File: config.mk
export PLATFORM = sky130hd
export DESIGN_NAME = pos_wrap_counter
export DESIGN_NICKNAME = d
export VERILOG_FILES = /design/src/rtl/pwc_pkg.sv /design/src/rtl/pwc_ctrl.sv /design/src/rtl/pwc_path.sv /design/src/rtl/pos_wrap_counter.sv
export SDC_FILE = /design/constraint.sdc
export NUM_CORES = 1
export LEC_CHECK = 0
export BUFFER_PORTS_ARGS = -buffer_cell sky130_fd_sc_hd__buf_2
export CELL_PAD_IN_SITES_DETAIL_PLACEMENT = 0
export CELL_PAD_IN_SITES_GLOBAL_PLACEMENT = 2
export CORE_UTILIZATION = 35
export CTS_CLUSTER_SIZE = 10
export DETAILED_ROUTE_END_ITERATION = 10
export GPL_ROUTABILITY_DRIVEN = 0
export MAX_ROUTING_LAYER = met4
export PLACE_DENSITY_LB_ADDON = 0.2
export SLEW_MARGIN = 20
export SYNTH_ARGS = -nofsm -noshare
export SYNTH_HDL_FRONTEND = slang
export SYNTH_HIERARCHICAL = 1
export SYNTH_SLANG_ARGS = --single-unit
File: constraint.sdc
create_clock -name clk -period 4.66 [get_ports clk]
set_clock_uncertainty 0.1 [all_clocks]
set_input_delay 0.932 -clock clk [delete_from_list [all_inputs] [get_ports clk]]
set_output_delay 0.932 -clock clk [all_outputs]
set_load 0.05 [all_outputs]
File: src/rtl/pwc_pkg.sv
package pwc_pkg;
  // Control to datapath strobes
  typedef struct packed {
    logic xfer;       // shadow -> active copy this edge
    logic revOnWrap;  // revolution source select
    logic initWr;     // shadow initial write
    logic modWr;      // shadow modulus write
  } strobes_t;

  // Datapath events toward the control flags
  typedef struct packed {
    logic rollOver;
    logic rollUnder;
  } events_t;
endpackage

File: src/rtl/pwc_ctrl.sv
module pwc_ctrl
  import pwc_pkg::*;
#(
  parameter int POS_W  = 32,
  parameter int N_CMP  = 4,
  parameter int ADDR_W = 3,
  parameter int FLAG_W = 6
) (
  input  logic              clk,
  input  logic              rstN,
  input  logic              wrEn,
  input  logic [ADDR_W-1:0] wrAddr,
  input  logic [POS_W-1:0]  wrData,
  input  events_t           evt,
  input  logic [N_CMP-1:0]  cmpHit,
  output strobes_t          strb,
  output logic [N_CMP-1:0]  cmpWr,
  output logic              ldOk,
  output logic [FLAG_W-1:0] flags
);
  localparam logic [ADDR_W-1:0] A_INIT = ADDR_W'(0);
  localparam logic [ADDR_W-1:0] A_MOD  = ADDR_W'(1);
  localparam logic [ADDR_W-1:0] A_CTRL = ADDR_W'(2);
  localparam logic [ADDR_W-1:0] A_CLR  = ADDR_W'(3);
  localparam int CMP_BASE = 4;

  logic ldOkQ, ldModeQ, revOnWrapQ;
  logic [FLAG_W-1:0] flagsQ;
  logic ctrlWr, clrWr;
  logic [FLAG_W-1:0] evtVec, clrMask;

  assign ctrlWr = wrEn && (wrAddr == A_CTRL);
  assign clrWr  = wrEn && (wrAddr == A_CLR);

  generate
    for (genvar i = 0; i < N_CMP; i++) begin : g_cmpWr
      assign cmpWr[i] = wrEn && (wrAddr == ADDR_W'(CMP_BASE + i));
    end
  endgenerate

  always_comb begin
    strb.initWr    = wrEn && (wrAddr == A_INIT);
    strb.modWr     = wrEn && (wrAddr == A_MOD);
    strb.revOnWrap = revOnWrapQ;
    strb.xfer      = ldOkQ && (!ldModeQ || evt.rollOver || evt.rollUnder);
  end

  assign evtVec  = {cmpHit, evt.rollUnder, evt.rollOver};
  assign clrMask = clrWr ? wrData[FLAG_W-1:0] : '0;

  always_ff @(posedge clk) begin
    if (!rstN) begin
      ldOkQ      <= 1'b0;
      ldModeQ    <= 1'b0;
      revOnWrapQ <= 1'b0;
      flagsQ     <= '0;
    end else begin
      ldOkQ  <= (ldOkQ && !strb.xfer) || (ctrlWr && wrData[0]);
      flagsQ <= (flagsQ & ~clrMask) | evtVec;
      if (ctrlWr) begin
        ldModeQ    <= wrData[1];
        revOnWrapQ <= wrData[2];
      end
    end
  end

  assign ldOk  = ldOkQ;
  assign flags = flagsQ;
endmodule

File: src/rtl/pwc_path.sv
module pwc_path
  import pwc_pkg::*;
#(
  parameter int POS_W = 32,
  parameter int REV_W = 16,
  parameter int N_CMP = 4
) (
  input  logic             clk,
  input  logic             rstN,
  input  logic             cntUp,
  input  logic             cntDn,
  input  logic             preload,
  input  logic             idxPulse,
  input  logic [POS_W-1:0] wrData,
  input  strobes_t         strb,
  input  logic [N_CMP-1:0] cmpWr,
  output logic [POS_W-1:0] position,
  output logic [REV_W-1:0] revCount,
  output events_t          evt,
  output logic [N_CMP-1:0] cmpHit
);
  logic [POS_W-1:0] initSh, modSh, initAct, modAct, posQ, posNext;
  logic [POS_W-1:0] topVal, botVal;
  logic [REV_W-1:0] revQ, revNext;
  logic lastUpQ, stepUp, stepDn, dirUp, modZero;

  assign stepUp  = cntUp && !cntDn;
  assign stepDn  = cntDn && !cntUp;
  assign modZero = (modAct == '0);
  assign topVal  = modZero ? '1 : modAct;
  assign botVal  = modZero ? '0 : initAct;
  assign dirUp   = stepUp || (!stepDn && lastUpQ);

  always_comb begin
    evt.rollOver  = !preload && stepUp && (posQ == topVal);
    evt.rollUnder = !preload && stepDn && (posQ == botVal);
    if (preload)            posNext = initAct;
    else if (evt.rollOver)  posNext = botVal;
    else if (evt.rollUnder) posNext = topVal;
    else if (stepUp)        posNext = posQ + POS_W'(1);
    else if (stepDn)        posNext = posQ - POS_W'(1);
    else                    posNext = posQ;

    revNext = revQ;
    if (strb.revOnWrap) begin
      if (evt.rollOver)       revNext = revQ + REV_W'(1);
      else if (evt.rollUnder) revNext = revQ - REV_W'(1);
    end else if (idxPulse) begin
      revNext = dirUp ? revQ + REV_W'(1) : revQ - REV_W'(1);
    end
  end

  generate
    for (genvar i = 0; i < N_CMP; i++) begin : g_cmp
      logic [POS_W-1:0] cmpSh, cmpAct;
      always_ff @(posedge clk) begin
        if (!rstN) begin
          cmpSh  <= '1;
          cmpAct <= '1;
        end else begin
          if (cmpWr[i])  cmpSh  <= wrData;
          if (strb.xfer) cmpAct <= cmpSh;
        end
      end
      assign cmpHit[i] = (posQ == cmpAct);
    end
  endgenerate

  always_ff @(posedge clk) begin
    if (!rstN) begin
      initSh  <= '0;
      modSh   <= '0;
      initAct <= '0;
      modAct  <= '0;
      posQ    <= '0;
      revQ    <= '0;
      lastUpQ <= 1'b1;
    end else begin
      if (strb.initWr) initSh <= wrData;
      if (strb.modWr)  modSh  <= wrData;
      if (strb.xfer) begin
        initAct <= initSh;
        modAct  <= modSh;
      end
      posQ <= posNext;
      revQ <= revNext;
      if (stepUp || stepDn) lastUpQ <= stepUp;
    end
  end

  assign position = posQ;
  assign revCount = revQ;
endmodule

File: src/rtl/pos_wrap_counter.sv
module pos_wrap_counter
  import pwc_pkg::*;
#(
  parameter int POS_W  = 32,
  parameter int REV_W  = 16,
  parameter int N_CMP  = 4,
  parameter int ADDR_W = $clog2(N_CMP + 4),
  parameter int FLAG_W = N_CMP + 2
) (
  input  logic              clk,
  input  logic              rstN,
  input  logic              cntUp,
  input  logic              cntDn,
  input  logic              idxPulse,
  input  logic              preload,
  input  logic              wrEn,
  input  logic [ADDR_W-1:0] wrAddr,
  input  logic [POS_W-1:0]  wrData,
  output logic [POS_W-1:0]  position,
  output logic [REV_W-1:0]  revCount,
  output logic              ldOk,
  output logic [FLAG_W-1:0] flags
);
  strobes_t          strb;
  events_t           evt;
  logic [N_CMP-1:0]  cmpHit, cmpWr;

  pwc_ctrl #(.POS_W(POS_W), .N_CMP(N_CMP), .ADDR_W(ADDR_W), .FLAG_W(FLAG_W)) u_ctrl (
    .clk(clk), .rstN(rstN), .wrEn(wrEn), .wrAddr(wrAddr), .wrData(wrData),
    .evt(evt), .cmpHit(cmpHit), .strb(strb), .cmpWr(cmpWr),
    .ldOk(ldOk), .flags(flags)
  );

  pwc_path #(.POS_W(POS_W), .REV_W(REV_W), .N_CMP(N_CMP)) u_path (
    .clk(clk), .rstN(rstN), .cntUp(cntUp), .cntDn(cntDn), .preload(preload),
    .idxPulse(idxPulse), .wrData(wrData), .strb(strb), .cmpWr(cmpWr),
    .position(position), .revCount(revCount), .evt(evt), .cmpHit(cmpHit)
  );
endmodule

==> run metrics <==
chip height=250 um; Relative slew margins=24.1%; PwrDens=368 nW/um2; CTS tree=built; largest cells by area after synthesis=dfxtp_1 (41%), mux2i_1 (19%), xor2_1 (5.8%), nand2_1 (5.7%), nor2_1 (3.3%); max cap viols=0; Die ar.=62,500 um2; post-detail-place hpwl=55.7 mm; area grow syn2layout=15.8%; status=completed; Final setup viols=0; Top FF cell, synth=dfxtp_1; Worst Setup EP=u_path/modAct[5]$_SDFFE_PN0P_; Leak=8.99 nW; Rows=90; Mapped Area=21,500 um2; H-tree levels=2; Final TNS setup=0 ps; reg-to-reg endpoint=u_path/modAct[5]$_SDFFE_PN0P_; clock share of power=41.1%; Psw=0.00266 W; layout cell share with drive strength beyond 1=12.6%; number of synthesized flops with an enable pin=0; CP Launch Point=u_path/modAct[0]$_SDFFE_PN0P_; crit share post-route=92.5%; worst setup path class=reg2reg; io pins=97; placed cells=3,198; Synth area leader=dfxtp_1; max incr delay on CP=430 ps; commonest non-fill, non-tap cell in the layout=dfxtp_1; number of global-route vias before repair=17.2k; core area=60,600 um2; Worst-Skew Late Latency=620 ps; register area share after synthesis=41.1%; die width=250 um; Clock Tree Buf Depth=3; Logic pwr share=15.6%; initial antenna violation count=0; routed len/inst=23.8 um; CTS sink count=442; Slew @ Worst Pin=1130 ps; drt pass-1 iters=6; Post-Syn Area per Cell=9.09 um2; Worst Reg2Reg Path Length in Cells=17; Initial Util=35.5%; Finished Layout Cells=3,273; post-synthesis register bit count=442; Critical-path top delay cell=dfxtp_1; grt ovf=0; clk root buf=clkbuf_16; crit path max fanout=24; Worst setup EP type=flip-flop; fmax=232 MHz; CP Cell Sequence=nor4_1, buf_4, and4_1, buf_4, buf_4, a21oi_1, o221ai_1, nor4_2, nand4_1, nor4b_2, buf_4, nor3b_1, nor2b_4, buf_12, buf_12, mux2i_1, nor2_1; synthesized instance count=2,367; Pins Over Slew Limit=0; RSZ-0062 raised after global routing=false; CTS buffer count=52; Post-DRT Antenna Nets=0; hold crit path type=reg2reg; DR iter-0 viols=1,384; I/O Buffers=96; commonest non-fill, non-tap cells in the layout=dfxtp_1 (442), mux2i_1 (415), nand2_1 (324); vias=17.9k; Reg power frac=43.3%; Critical Path AT=4660 ps; global-route usage over all layers=25.2%; largest net degree at the start of global routing=169; global-route wire length before repair=115 mm; min Tclk post-route=4310 ps; CP most frequent cell=buf_4; asr flop ratio synth=0%; Distinct cells, synth=80; Worst-path clk slew=60 ps; Ant. Diodes=0; Hold-fix buffers, CTS=0; Req. time, crit path=5010 ps; Switching Share=29.0%; Nets=2,547; reg2reg start=u_path/modAct[0]$_SDFFE_PN0P_; Syn. warnings=6; Yosys top cell area share=41.1%; VDD IR max=0.000269 V; Pint=0.00651 W; Final Hold Vio Count=0; WL final=77.8 mm; post-synth net total=2,444; # DRC=0; vias per cell=5.46; CP Launch Type=flip-flop; worst reg-to-reg setup slack=350 ps
## through the flow
step	util [%]	instance area (um2)	worst slack, ps	hold WS [ps]	total power (W)
finish	41.1	24900	350	360	0.00917
global route	41.1	24900	105	384	0.00953
CTS	41.1	24900	120	361	0.00926
detailed placement	38.6	23400	7.72	353	0.00547
global placement	38.6	23400	77.1	346	0.00546
floorplan	-	21500	216	330	0.00495
## per-layer routing
layer	GRT usage [%]	vias up	routed length (um)	share of wire, %
li1	-	8504	-	-
met1	33.0	8701	35300	45
met2	40.4	525	36400	47
met3	2.64	145	3810	4.9
met4	8.66	0	2290	2.9
met5	-	-	0	0
## how the worst min path moves through the flow
stage / slack [ps] / from / depth (start not counted) / end
after floorplan: 330 / u_ctrl/ldModeQ$_SDFFE_PN0P_ / 2 / u_ctrl/ldModeQ$_SDFFE_PN0P_
after detailed placement: 350 / u_ctrl/ldModeQ$_SDFFE_PN0P_ / 2 / u_ctrl/ldModeQ$_SDFFE_PN0P_
after CTS: 360 / u_ctrl/ldModeQ$_SDFFE_PN0P_ / 2 / u_ctrl/ldModeQ$_SDFFE_PN0P_
after global placement: 350 / u_ctrl/ldModeQ$_SDFFE_PN0P_ / 2 / u_ctrl/ldModeQ$_SDFFE_PN0P_
after global routing: 380 / u_path/g_cmp[2].cmpSh[9]$_SDFFE_PN1P_ / 2 / u_path/g_cmp[2].cmpSh[9]$_SDFFE_PN1P_
final: 360 / u_ctrl/ldModeQ$_SDFFE_PN0P_ / 2 / u_ctrl/ldModeQ$_SDFFE_PN0P_
## repair_timing
action / CTS / global route
setup endpoints to repair: 8 / 187
resized for setup: 1 / 4
cloned: 0 / 0
buffers inserted: 0 / 0
pin swaps: 0 / 0
## cell type report
| type | count | area [um2] |
|---|---|---|
| well taps | 782 | 978 |
| clock buffers | 71 | 1420 |
| clock inverters | 4 | 95.1 |
| multi-input cells | 1706 | 11800 |
| fillers | 6068 | 35700 |
| inverters | 50 | 190 |
| repair buffers | 218 | 1540 |
| flip-flops and latches | 442 | 8850 |
## worst max-delay path, delay by kind of cell, from the launching register on
kind / cells / cell delay [ps]
simple gates: 8 / 1530
buf+inv: 6 / 1200
compound gates: 2 / 600
flops: 1 / 430
mux: 1 / 220
## sequential cells by signal, indices dropped and copies added, names as in the netlist
name	flops
u_ctrl/revOnWrapQ	1
u_path/initAct	32
u_path/initSh	32
u_path/lastUpQ	1
u_ctrl/ldModeQ	1
u_path/modSh	32
u_path/position	32
u_path/revCount	16
u_path/g_cmp.cmpAct	128
u_ctrl/flags	6
u_ctrl/ldOk	1
u_path/modAct	32
u_path/g_cmp.cmpSh	128
## logic make-up (layout without fill, tap and decap cells)
logic type                 after synthesis  in the layout  synth area share (%)
AOI/OAI and AO/OA                      343            343                  10.5
xor gates and xnor gates               165            165                  6.72
adders and majority gates               35             35                  2.07
buffers and inverters                  219            343                  4.18
DFF                                    442            442                  41.1
muxes                                  415            415                  19.3
and+or+nand+nor                        748            748                  16.1
## cell usage after synthesis, drive strengths merged, types with 5 or more instances
cell type,number
a22oi,41
o21ai,67
o31ai,13
nor2,191
a21oi,91
clkbuf,103
o211ai,5
nor2b,17
o21bai,7
xor2,142
ha,34
or4,7
nand4,24
o21a,8
o32ai,12
nand2b,22
a211oi,5
o22ai,19
a31oi,18
nor4bb,6
nand2,325
mux2i,415
xnor2,23
inv,50
buf,66
nor3,29
dfxtp,442
nor4,53
or3,11
and3,8
o2111ai,8
and2,7
nand3,19
a32oi,7
and4,5
a21o,11
## power groups by stage
stage	registers, W	logic (W)	clock network [W]
after floorplan	0.00412	0.000824	0
after global placement	0.00405	0.00141	0
after detailed placement	0.00405	0.00142	0
after CTS	0.00397	0.00143	0.00386
after global routing	0.00399	0.00154	0.00401
final	0.00397	0.00143	0.00377
No activity file was read; power rests on OpenSTA's default activity.
